**src/rtl/irq_pacer.sv**
```systemverilog
module irq_pacer #(
  parameter int NC       = 8,
  parameter int TW       = 16,
  parameter int TICK_DIV = 51,
  parameter int RXT_BIT  = 1,
  parameter int TXD_BIT  = 0
) (
  input  logic          clk,
  input  logic          rst_n,
  input  logic [NC-1:0] cause_set,
  input  logic          cause_now,
  input  logic          rx_pkt,
  input  logic          tx_pkt,
  input  logic [TW-1:0] rx_pkt_dly,
  input  logic [TW-1:0] rx_abs_dly,
  input  logic [TW-1:0] tx_pkt_dly,
  input  logic [TW-1:0] tx_abs_dly,
  input  logic [TW-1:0] thr_ival,
  input  logic          mask_wr,
  input  logic [NC-1:0] mask_wdata,
  input  logic          pend_rd,
  output logic [NC-1:0] pend_q,
  output logic          irq,
  output logic          rx_wb_req,
  output logic          tx_wb_req
);
  localparam int PW = (TICK_DIV > 1) ? $clog2(TICK_DIV) : 1;

  logic [PW-1:0] pre;
  wire tick = (pre == PW'(TICK_DIV - 1));

  always_ff @(posedge clk)
    if (!rst_n) pre <= '0;
    else        pre <= tick ? '0 : pre + 1'b1;

  logic [TW-1:0] dly [4];
  logic [3:0] ev, exp_t, stop;
  assign dly[0] = rx_pkt_dly;
  assign dly[1] = rx_abs_dly;
  assign dly[2] = tx_pkt_dly;
  assign dly[3] = tx_abs_dly;
  assign ev     = {tx_pkt, tx_pkt, rx_pkt, rx_pkt};

  wire rx_exp = exp_t[0] | exp_t[1];
  wire tx_exp = exp_t[2] | exp_t[3];
  assign stop = {tx_exp, tx_exp, rx_exp, rx_exp};

  for (genvar i = 0; i < 4; i++) begin : g_tmr
    localparam bit RESTART = (i % 2 == 0);
    logic          run;
    logic [TW-1:0] cnt;
    assign exp_t[i] = run & tick & (cnt <= TW'(1));
    always_ff @(posedge clk)
      if (!rst_n) begin
        run <= 1'b0;
        cnt <= '0;
      end else if (ev[i] && dly[i] != '0 && (RESTART || !run || stop[i])) begin
        run <= 1'b1;
        cnt <= dly[i];
      end else if (stop[i]) begin
        run <= 1'b0;
      end else if (run && tick) begin
        cnt <= cnt - 1'b1;
      end
  end

  logic [NC-1:0] mask_q;
  logic [NC-1:0] tmr_set;
  logic          now_q;
  assign tmr_set = (NC'(rx_exp) << RXT_BIT) | (NC'(tx_exp) << TXD_BIT);

  always_ff @(posedge clk)
    if (!rst_n) begin
      pend_q    <= '0;
      mask_q    <= '0;
      now_q     <= 1'b0;
      rx_wb_req <= 1'b0;
      tx_wb_req <= 1'b0;
    end else begin
      pend_q    <= (pend_rd ? '0 : pend_q) | cause_set | tmr_set;
      if (mask_wr) mask_q <= mask_wdata;
      now_q     <= cause_now & (|cause_set);
      rx_wb_req <= rx_exp;
      tx_wb_req <= tx_exp;
    end

  logic          thr_run;
  logic [TW-1:0] thr_cnt;
  wire thr_exp = thr_run & tick & (thr_cnt <= TW'(1));
  wire active  = |(pend_q & mask_q);
  wire fire    = active & ~irq & (~thr_run | thr_exp | now_q);

  always_ff @(posedge clk)
    if (!rst_n) begin
      irq     <= 1'b0;
      thr_run <= 1'b0;
      thr_cnt <= '0;
    end else begin
      irq <= active & (irq | fire);
      if (fire && thr_ival != '0) begin
        thr_run <= 1'b1;
        thr_cnt <= thr_ival;
      end else if (thr_exp) begin
        thr_run <= 1'b0;
      end else if (thr_run && tick) begin
        thr_cnt <= thr_cnt - 1'b1;
      end
    end
endmodule

```
**config.mk**
```make
export PLATFORM = sky130hd
export DESIGN_NAME = irq_pacer
export DESIGN_NICKNAME = d
export VERILOG_FILES = /design/src/rtl/irq_pacer.sv
export SDC_FILE = /design/constraint.sdc
export NUM_CORES = 1
export LEC_CHECK = 0
export ABC_AREA = 1
export BUFFER_PORTS_ARGS = -buffer_cell sky130_fd_sc_hd__buf_2
export CORE_MARGIN = 10
export CORE_UTILIZATION = 55
export CTS_BUF_LIST = sky130_fd_sc_hd__clkbuf_4
export CTS_CLUSTER_DIAMETER = 60
export DETAILED_ROUTE_END_ITERATION = 8
export PLACE_DENSITY_LB_ADDON = 0.15
export SETUP_SLACK_MARGIN = 0.1
export SLEW_MARGIN = 20
export SYNTH_ARGS = -nofsm -noshare
export SYNTH_HDL_FRONTEND = slang
export SYNTH_SLANG_ARGS = --single-unit
```
**constraint.sdc**
```tcl
create_clock -name clk -period 3.8 [get_ports clk]
set_input_delay 0.38 -clock clk [delete_from_list [all_inputs] [get_ports clk]]
set_output_delay 0.38 -clock clk [all_outputs]
set_load 0.02 [all_outputs]
```
==> results.tsv, run 1 <==
metric	value	unit
status	complete, no violations	
post-synth cell types	42	
Post-DP HPWL	14.1	mm
postcts setup bufs	0	
total power	2.89	mW
Layout area overhead	9.54	%
Setup Viol. Count Final	0	
Simple-Gate Fraction of Synth Area	41.8	%
Port-buffer cells	113	
GRT met3 Usage	4.50	%
die area	0.0186	sq mm
worst ir drop on vdd	0.229	mV
Remaining DRCs	0	
GR Util met2	35.7	%
CTS Root Cell	clkbuf_4	
drt total wl	19.0	mm
Clock Latency Late Sink	0.49	ns
clock sinks	111	
Routed Antenna Nets	0	
Worst Setup Start Kind	flop	
Worst Skew	0.0231	ns
Crit. End Element	flop	
Nets	1411	
CTS buffer count	9	
Global Route met1 Usage	24.8	%
Synth Area in XOR/XNOR	6.58	%
Vias	7637	
FILL cells	1408	
Final TNS setup	0	ns
#FFs+latches synth	111	
GPL Wtd Cong	0.899	
Congestion Overflow GR	0	
CP Data Required Time	4.19	ns
busiest layer in global routing	met2	
syn_area_per_cell	6.18	sq um
wire length per cell	12.9	microns
Ports	114	
Initial DRC Count	495	
largest net degree at the start of global routing	57	
Initial Utilization	56.3	%
# rows	42	
H-tree depth	3	
syn_nets	1321	
initial antenna violation count	1	
Max FO, Critical Path	24	
Max clock buf depth	2	
vias in the first global route	7144	
Final period util	65.3	%
chip height	136	microns
post-CTS sizing	0	
hold_buf cts	0	
register area share after synthesis	29.8	%
Ys Warns	0	
main combinational cell family by area after synthesis	simple AND/OR/NAND/NOR gates	
fin crit period	2.48	ns
critical path class	flop to flop	
Slew @ Worst Pin	1.11	ns
Max Clk Rate	403	MHz
Reg clk slew, reported paths	0.15	ns
post-synthesis cell area	0.00745	sq mm
drt pass-1 iters	5	
layout cells sized above 1	13.6	%
max-cap violations	0	
register area	0.00222	sq mm
Horiz. Die Dim	136	microns
fin. max-slew vios	0	
vias per inst	5.17	
worst path arrival time	2.87	ns
area share of fa/ha/maj cells after synthesis	2.01	%
Worst slew margin	26.2	%
RSZ-0062 raised after global routing	no	
HP Class	input pin to flop	
PD cells	354	mW/mm^2
Mapped Cells	1206	
Pleak	4.06	nW
post-synthesis compound-gate area fraction	9.25	%
CTS tree	done	
first-pass GRT wire length	32.1	mm
multi-input logic area	0.00444	sq mm
Fin. Hold Viols	0	
Core Area	0.0132	sq mm
mux cell area share after synthesis	0	%
aggregate global-route resource usage	20.5	%
cells by family after synthesis:
| group | after synthesis |
|---|---|
| AO/OA/AOI/OAI | 133 |
| XOR/XNOR | 56 |
| adder cells (fa/ha/maj) | 12 |
| buffers and inverters | 186 |
| flip-flops | 111 |
| AND/OR/NAND/NOR | 708 |
placed cells by master, fill, tap and decap left out, drive strengths merged:
master    instances
nand2           329
buf             115
nand3b            4
a31oi             1
ha               12
dfxtp           111
o21ai            60
clkinvlp          1
or2               1
bufinv            1
nand3           130
and3              1
nor2            197
nor4              4
xor2             35
nor3             27
xnor2            21
inv             146
a21oi            69
nand4            15
o31ai             1
clkinv            7
clkbuf           10
diode             1
o21a              1
o211ai            1
per-layer routing:
layer	vias to the layer above	part of all wire, %
met5	-	0
met4	0	1.4
met3	21	5.0
met2	186	50
met1	3439	44
li1	3991	-
where the power goes:
group | total (mW) | switching, mW | leakage [nW] | internal (mW)
clock network | 0.583 | 0.383 | 0.0673 | 0.200
logic | 0.952 | 0.590 | 3.07 | 0.361
registers | 1.36 | 0.0978 | 0.915 | 1.26
total | 2.89 | 1.07 | 4.06 | 1.82
state kept, by name, indices dropped and copies added, names as in the netlist:
| name | cells |
|---|---|
| thr_run | 1 |
| tx_wb_req | 1 |
| g_tmr.run | 4 |
| thr_cnt | 16 |
| pend_q | 8 |
| mask_q | 8 |
| pre | 6 |
| irq | 1 |
| g_tmr.cnt | 64 |
| now_q | 1 |
| rx_wb_req | 1 |
worst paths after layout:
path / depth (start not counted) / endpoint / startpoint / slack [ns]
worst max-delay path: 12 / g_tmr[3].cnt[5] / g_tmr[3].cnt[0] / 1.32
worst max register to register: 12 / g_tmr[3].cnt[5] / g_tmr[3].cnt[0] / 1.32
worst min-delay path: 3 / mask_q[7] / mask_wdata[7] / 0.11
worst min register to register: 1 / pre[0] / pre[0] / 0.48
metrics by stage:
stage               worst slack [ns]  area (sq um)  std cells  hold WS [ns]  utilization (%)
finish                          1.32          8160       1477         0.113             61.6
global route                    1.06          8160       1477        0.0674             61.6
CTS                             1.36          8160       1476        0.0786             61.6
detailed placement              1.39          8040       1461         0.454             60.7
global placement                1.42          8040       1461         0.447             60.7
floorplan                       2.02          7450       1206         0.430                -
layout make-up:
class | instances | share of cell area (%)
flip-flops and latches | 111 | 27.2
inverters | 150 | 6.97
clock inverters | 5 | 0.613
diodes | 1 | 0.0307
well taps | 176 | 2.70
clock buffers | 10 | 0.920
repair buffers | 115 | 7.11
multi-input cells | 909 | 54.4
cells in the mapped netlist (all sizes together):
cell    instances  area (sq um)
a21oi          69           357
a31oi           1          6.26
and3            1          6.26
buf            24           163
clkbuf         12          55.1
clkinv          4          18.8
dfxtp         111          2220
ha             12           150
inv           146           551
nand2         329          1320
nand3         130           693
nand3b          4          33.8
nand4          15           124
nor2          197           769
nor3           27           135
nor4            4          25.0
o211ai          1          7.51
o21a            1          7.51
o21ai          60           304
o31ai           1          7.51
or2             1          6.26
xnor2          21           184
xor2           35           307
worst max-delay path: stages, from the launching register on:
cell and delay [ns]:
dfxtp_1 0.41, inv_1 0.11, ha_1 0.26, o21ai_1 0.22, nor3_1 0.07, nand2_1 0.08
nand3_2 0.10, nand2_2 0.39, clkinv_1 0.39, nand2_1 0.15, nand3_1 0.09, nand2_1 0.06
inv_1 0.05
(Power assumes the default switching activity.)
==> run 2: changes to the inputs <==
Clock period 3.8 ns to 2.5 ns, I/O delays scaled along.
==> run 2 against run 1 <==
Compared with the run above:
- clock skew rose by 0.0065 ns
- largest power group unchanged
- maximum frequency rose by 13%
- critical endpoint is now g_tmr[1].cnt[6]
- total power is 59% higher
==> results.tsv, run 2 (same netlist as run 1, synthesis figures left out) <==
metric	value	unit
status	complete, no violations	
GPL Wtd Cong	0.883	
Worst path max stage delay	0.41	ns
WHS Path Cells	5	
Max Clk Rate	455	MHz
wire length per cell	13.1	microns
critical path class	flop to flop	
vias in the first global route	7413	
reg2reg path depth	13	
biggest regs	g_tmr.cnt x64, thr_cnt x16	
HP Start	rx_abs_dly[12]	
max reg flops	64	
Routed Antenna Nets	0	
Crit Reg-Reg Endpoint	g_tmr[1].cnt[6]	
initial antenna violation count	0	
most frequent cells in the layout	nand2_1, nor2_1, inv_1	
Layout area overhead	13.1	%
hold path endpoint	g_tmr[1].cnt[12]	
fin. max-slew vios	0	
clock sinks	111	
Post-DP HPWL	14.3	mm
worst hold margin	0.0420	ns
Initial Utilization	56.3	%
commonest non-fill, non-tap cell in the layout	nand2_1	
H-tree depth	3	
worst ir drop on vdd	0.338	mV
Fin. Hold Viols	0	
fin crit period	2.20	ns
CTS tree	done	
Core Area	0.0132	sq mm
Horiz. Die Dim	136	microns
max-cap violations	0	
Reg clk slew, reported paths	0.19	ns
CTS Root Cell	clkbuf_4	
drt total wl	19.7	mm
multi-input logic area	0.00446	sq mm
die area	0.0186	sq mm
Pleak	4.17	nW
chip height	136	microns
total power	4.60	mW
Final TNS setup	0	ns
flop-to-flop setup slack	0.30	ns
Worst Skew	0.0296	ns
Slew @ Worst Pin	0.875	ns
Congestion Overflow GR	0	
CP top delay family	simple AND/OR/NAND/NOR gates	
Vias	7762	
FILL cells	1348	
Crit. End Element	flop	
Nets	1433	
aggregate global-route resource usage	20.9	%
first-pass GRT wire length	32.7	mm
drt pass-1 iters	5	
worst path cell trace	inv_1 > ha_1 > nand2_4 > nor2_4 > buf_4 > nand3_1 > nand3_2 > nand2_8 > clkinv_2 > nand2_1 > nand3_1 > nand2_1 > inv_1	
largest net degree at the start of global routing	57	
PD cells	546	mW/mm^2
Final period util	87.9	%
register area	0.00222	sq mm
Setup Viol. Count Final	0	
HP Class	input pin to flop	
postcts setup bufs	0	
Worst slew margin	41.7	%
reg2reg start	pre[0]	
Initial DRC Count	469	
Crit path buffers/inverters	4	
Remaining DRCs	0	
Top reg by flops	g_tmr.cnt	
CP Data Required Time	2.90	ns
Clock Latency Late Sink	0.50	ns
# rows	42	
worst path arrival time	2.60	ns
Max FO, Critical Path	22	
Max clock buf depth	2	
Ports	114	
vias per inst	5.17	
Port-buffer cells	113	
CTS buffer count	9	
layout cells sized above 1	14.2	%
CP max stage cell	dfxtp_1	
crit path from	pre[0]	
RSZ-0062 raised after global routing	no	
Worst Setup Start Kind	flop	
==> run 2: report_power, final <==
group	leakage (nW)	internal (mW)	switching, mW
sequential	0.916	1.91	0.148
combinational	3.17	0.574	0.916
clock	0.0851	0.429	0.621
==> run 2: layer usage <==
layer	global-route usage, %	up-vias	part of all wire, %
li1	-	4040	-
met1	24.0	3465	43
met2	37.4	213	49
met3	3.54	44	5.4
met4	8.70	0	2.8
met5	0	-	0
==> run 2: final cells by class <==
cell class	instances	area share, %
clock inverter	5	0.950
multi-input combinational	909	52.9
tap	176	2.61
sequential	111	26.4
timing repair buffer	137	9.29
clock buffer	11	0.980
inverter	150	6.82
antenna	2	0.0594
==> run 2: stage by stage <==
stage                     std cells  utilization (%)  cell area (sq um)  worst slack, ns
final                          1501             63.6               8430            0.302
after global placement         1468             61.1               8090            0.318
after detailed placement       1468             61.1               8090            0.268
after global routing           1499             63.6               8420            0.131
after floorplan                1206                -               7450            0.723
after CTS                      1499             63.4               8400            0.231
==> run 2: worst min-delay path: cells and delay by family <==
| kind | cells | cell delay [ns] |
|---|---|---|
| AND/OR/NAND/NOR | 3 | 0.16 |
| buffers and inverters | 2 | 0.13 |
==> run 2: how the worst max path moves through the flow <==
| stage | endpoint | slack [ns] | depth (start not counted) |
|---|---|---|---|
| finish | g_tmr[1].cnt[6] | 0.30 | 13 |
| CTS | g_tmr[1].cnt[6] | 0.23 | 13 |
| global route | g_tmr[1].cnt[4] | 0.13 | 13 |
| floorplan | g_tmr[2].cnt[5] | 0.72 | 13 |
| detailed placement | g_tmr[3].cnt[11] | 0.27 | 12 |
| global placement | g_tmr[3].cnt[5] | 0.32 | 12 |
==> run 2: what timing repair did <==
action | CTS | global route
endpoints found under the setup margin | 0 | 21
endpoints found under the hold margin | 15 | 0
hold buffers | 15 | 0
gates resized for setup | 0 | 4
==> run 3: changes to the inputs <==
Settings changed: CORE_UTILIZATION 55 to 45.
==> run 3 against run 2 <==
Compared with the run above:
- first-iteration DRC count is 16% lower
- die area is 19% higher
- wire length is 2.2% higher
- clock power is 21% lower
- utilization is 11 points lower
- combinational power hardly changed
- register-to-register slack hardly changed
- via count is 2.7% lower
- count of clock-buffer cells in the layout is 1 lower
- critical endpoint is now g_tmr[1].cnt[2]
- largest cell class unchanged
- largest power group unchanged
==> results.tsv, run 3 (same netlist as run 1, synthesis figures left out) <==
metric	value	unit
drt pass-1 iters	5	
FILL cells	1688	
postcts setup bufs	0	
Finished Layout Cells	1539	
RSZ-0062 raised after global routing	no	
Top reg by flops	g_tmr.cnt	
H-tree depth	3	
GPL Wtd Cong	0.914	
Core Area	0.0161	sq mm
dpl cell area	0.00815	sq mm
Initial DRC Count	396	
Slew @ Worst Pin	0.672	ns
reg2reg start	g_tmr[1].cnt[0]	
fin. max-slew vios	0	
worst ir drop on vdd	0.239	mV
hold path endpoint	pend_q[1]	
worst hold margin	0.0411	ns
aggregate global-route resource usage	18.0	%
Global Route met1 Usage	22.5	%
Final Util	52.5	%
Final period util	87.4	%
HP Start	cause_set[1]	
flop-to-flop setup slack	0.31	ns
initial antenna violation count	1	
Setup Viol. Count Final	0	
Worst Setup Start Kind	flop	
CTS Root Cell	clkbuf_4	
chip height	149	microns
Max Clk Rate	458	MHz
status	complete, no violations	
P_int	2.70	mW
post-layout worst setup margin	0.315	ns
commonest non-fill, non-tap cell in the layout	nand2_1	
Layout area overhead	13.0	%
power share of the combinational group	33.9	%
Final TNS setup	0	ns
clock share of power	19.0	%
total power	4.37	mW
Max FO, Critical Path	22	
vias in the first global route	7072	
Pleak	4.15	nW
# rows	46	
die area	0.0221	sq mm
CTS tree	done	
Flop pwr share	47.1	%
vias per inst	4.91	
Vias	7555	
Worst Skew	0.0171	ns
Port-buffer cells	113	
Sw Share	38.3	%
layout cells sized above 1	14.1	%
Congestion Overflow GR	0	
Switch Pwr	1.67	mW
GRT met3 Usage	3.70	%
Fin. Hold Viols	0	
Reg clk slew, reported paths	0.17	ns
HP Class	input pin to flop	
CP Data Required Time	2.91	ns
Horiz. Die Dim	149	microns
Max clock buf depth	2	
post-placement cell count	1508	
fin crit period	2.19	ns
WHS Path Cells	5	
clock sinks	111	
largest net degree at the start of global routing	51	
Remaining DRCs	0	
first-pass GRT wire length	33.6	mm
reg2reg path depth	12	
PD cells	519	mW/mm^2
Initial Utilization	46.4	%
Routed Antenna Nets	0	
CTS buffer count	9	
wire length per cell	13.1	microns
most frequent cells in the layout	nand2_1, nor2_1, inv_1	
busiest layer in global routing	met2	
Post-DP HPWL	15.2	mm
Clock Latency Late Sink	0.50	ns
max-cap violations	0	
Worst slew margin	55.2	%
critical path class	flop to flop	
biggest regs	g_tmr.cnt x64, thr_cnt x16	
max reg flops	64	
worst path arrival time	2.59	ns
GR Util met2	30.6	%
pre-CTS setup slack	0.288	ns
Crit. End Element	flop	
Crit Reg-Reg Endpoint	g_tmr[1].cnt[2]	
drt total wl	20.1	mm
final instance area	0.00842	sq mm
Ports	114	
Nets	1433	
-- run 3: changes by cell type in the layout (fill, tap and decap cells not counted), sizes merged --
| cell | before | now |
|---|---|---|
| bufinv | 2 | 0 |
| diode | 2 | 1 |
| clkbuf | 11 | 10 |
| inv | 146 | 147 |
| clkinvlp | 2 | 3 |
-- run 3: area by class of cell --
cell class                      instances  area [sq um]  area share, %
Timing Repair Buffer                  137           796           9.45
Tap cell                              216           270           3.21
Clock buffer                           10          75.1          0.891
Inverter                              150           573           6.80
Multi-Input combinational cell        909          4450           52.8
Sequential cell                       111          2220           26.4
Antenna cell                            1          2.50         0.0297
Clock inverter                          5          35.0          0.416
-- run 3: how the worst max path moves through the flow --
stage | startpoint | end | slack (ns) | depth (start not counted)
after global routing | g_tmr[1].cnt[0] | g_tmr[1].cnt[0] | 0.10 | 12
after CTS | g_tmr[2].cnt[0] | g_tmr[3].cnt[11] | 0.27 | 12
final | g_tmr[1].cnt[0] | g_tmr[1].cnt[2] | 0.31 | 12
after floorplan | g_tmr[3].cnt[0] | g_tmr[2].cnt[5] | 0.72 | 13
after detailed placement | g_tmr[2].cnt[0] | g_tmr[3].cnt[11] | 0.29 | 12
after global placement | g_tmr[3].cnt[0] | g_tmr[3].cnt[11] | 0.32 | 12
-- run 3: layer usage --
metal,wire length [microns],vias to the layer above,part of all wire [%]
met5,0,-,0
met4,340,0,1.7
met3,846,27,4.2
met2,9690,151,48
met1,9250,3342,46
li1,-,4035,-
-- run 3: what timing repair did --
action                                 in CTS  in global routing
endpoints found under the hold margin      15                  0
gates resized for setup                     0                  2
hold buffers                               15                  0
setup endpoints to repair                   0                  3
-- run 3: power groups by stage --
stage          sequential (mW)  clock (mW)  combinational (mW)
2_1_floorplan             2.07           0                1.13
3_3_place_gp              2.10           0                1.45
3_5_place_dp              2.09           0                1.46
4_1_cts                   2.06       0.881                1.48
5_1_grt                   2.08       0.952                1.70
6_report                  2.06       0.832                1.48
-- run 3: critical path, stage by stage (launching register included) --
cell	delay (ns)
dfxtp_1	0.44
inv_1	0.11
ha_1	0.26
nand2_2	0.15
a21oi_2	0.07
nand3_1	0.07
nand3_2	0.17
nand2_4	0.30
clkinv_2	0.22
nand2_1	0.12
nand2_1	0.06
nor2_1	0.08
nor2_1	0.04
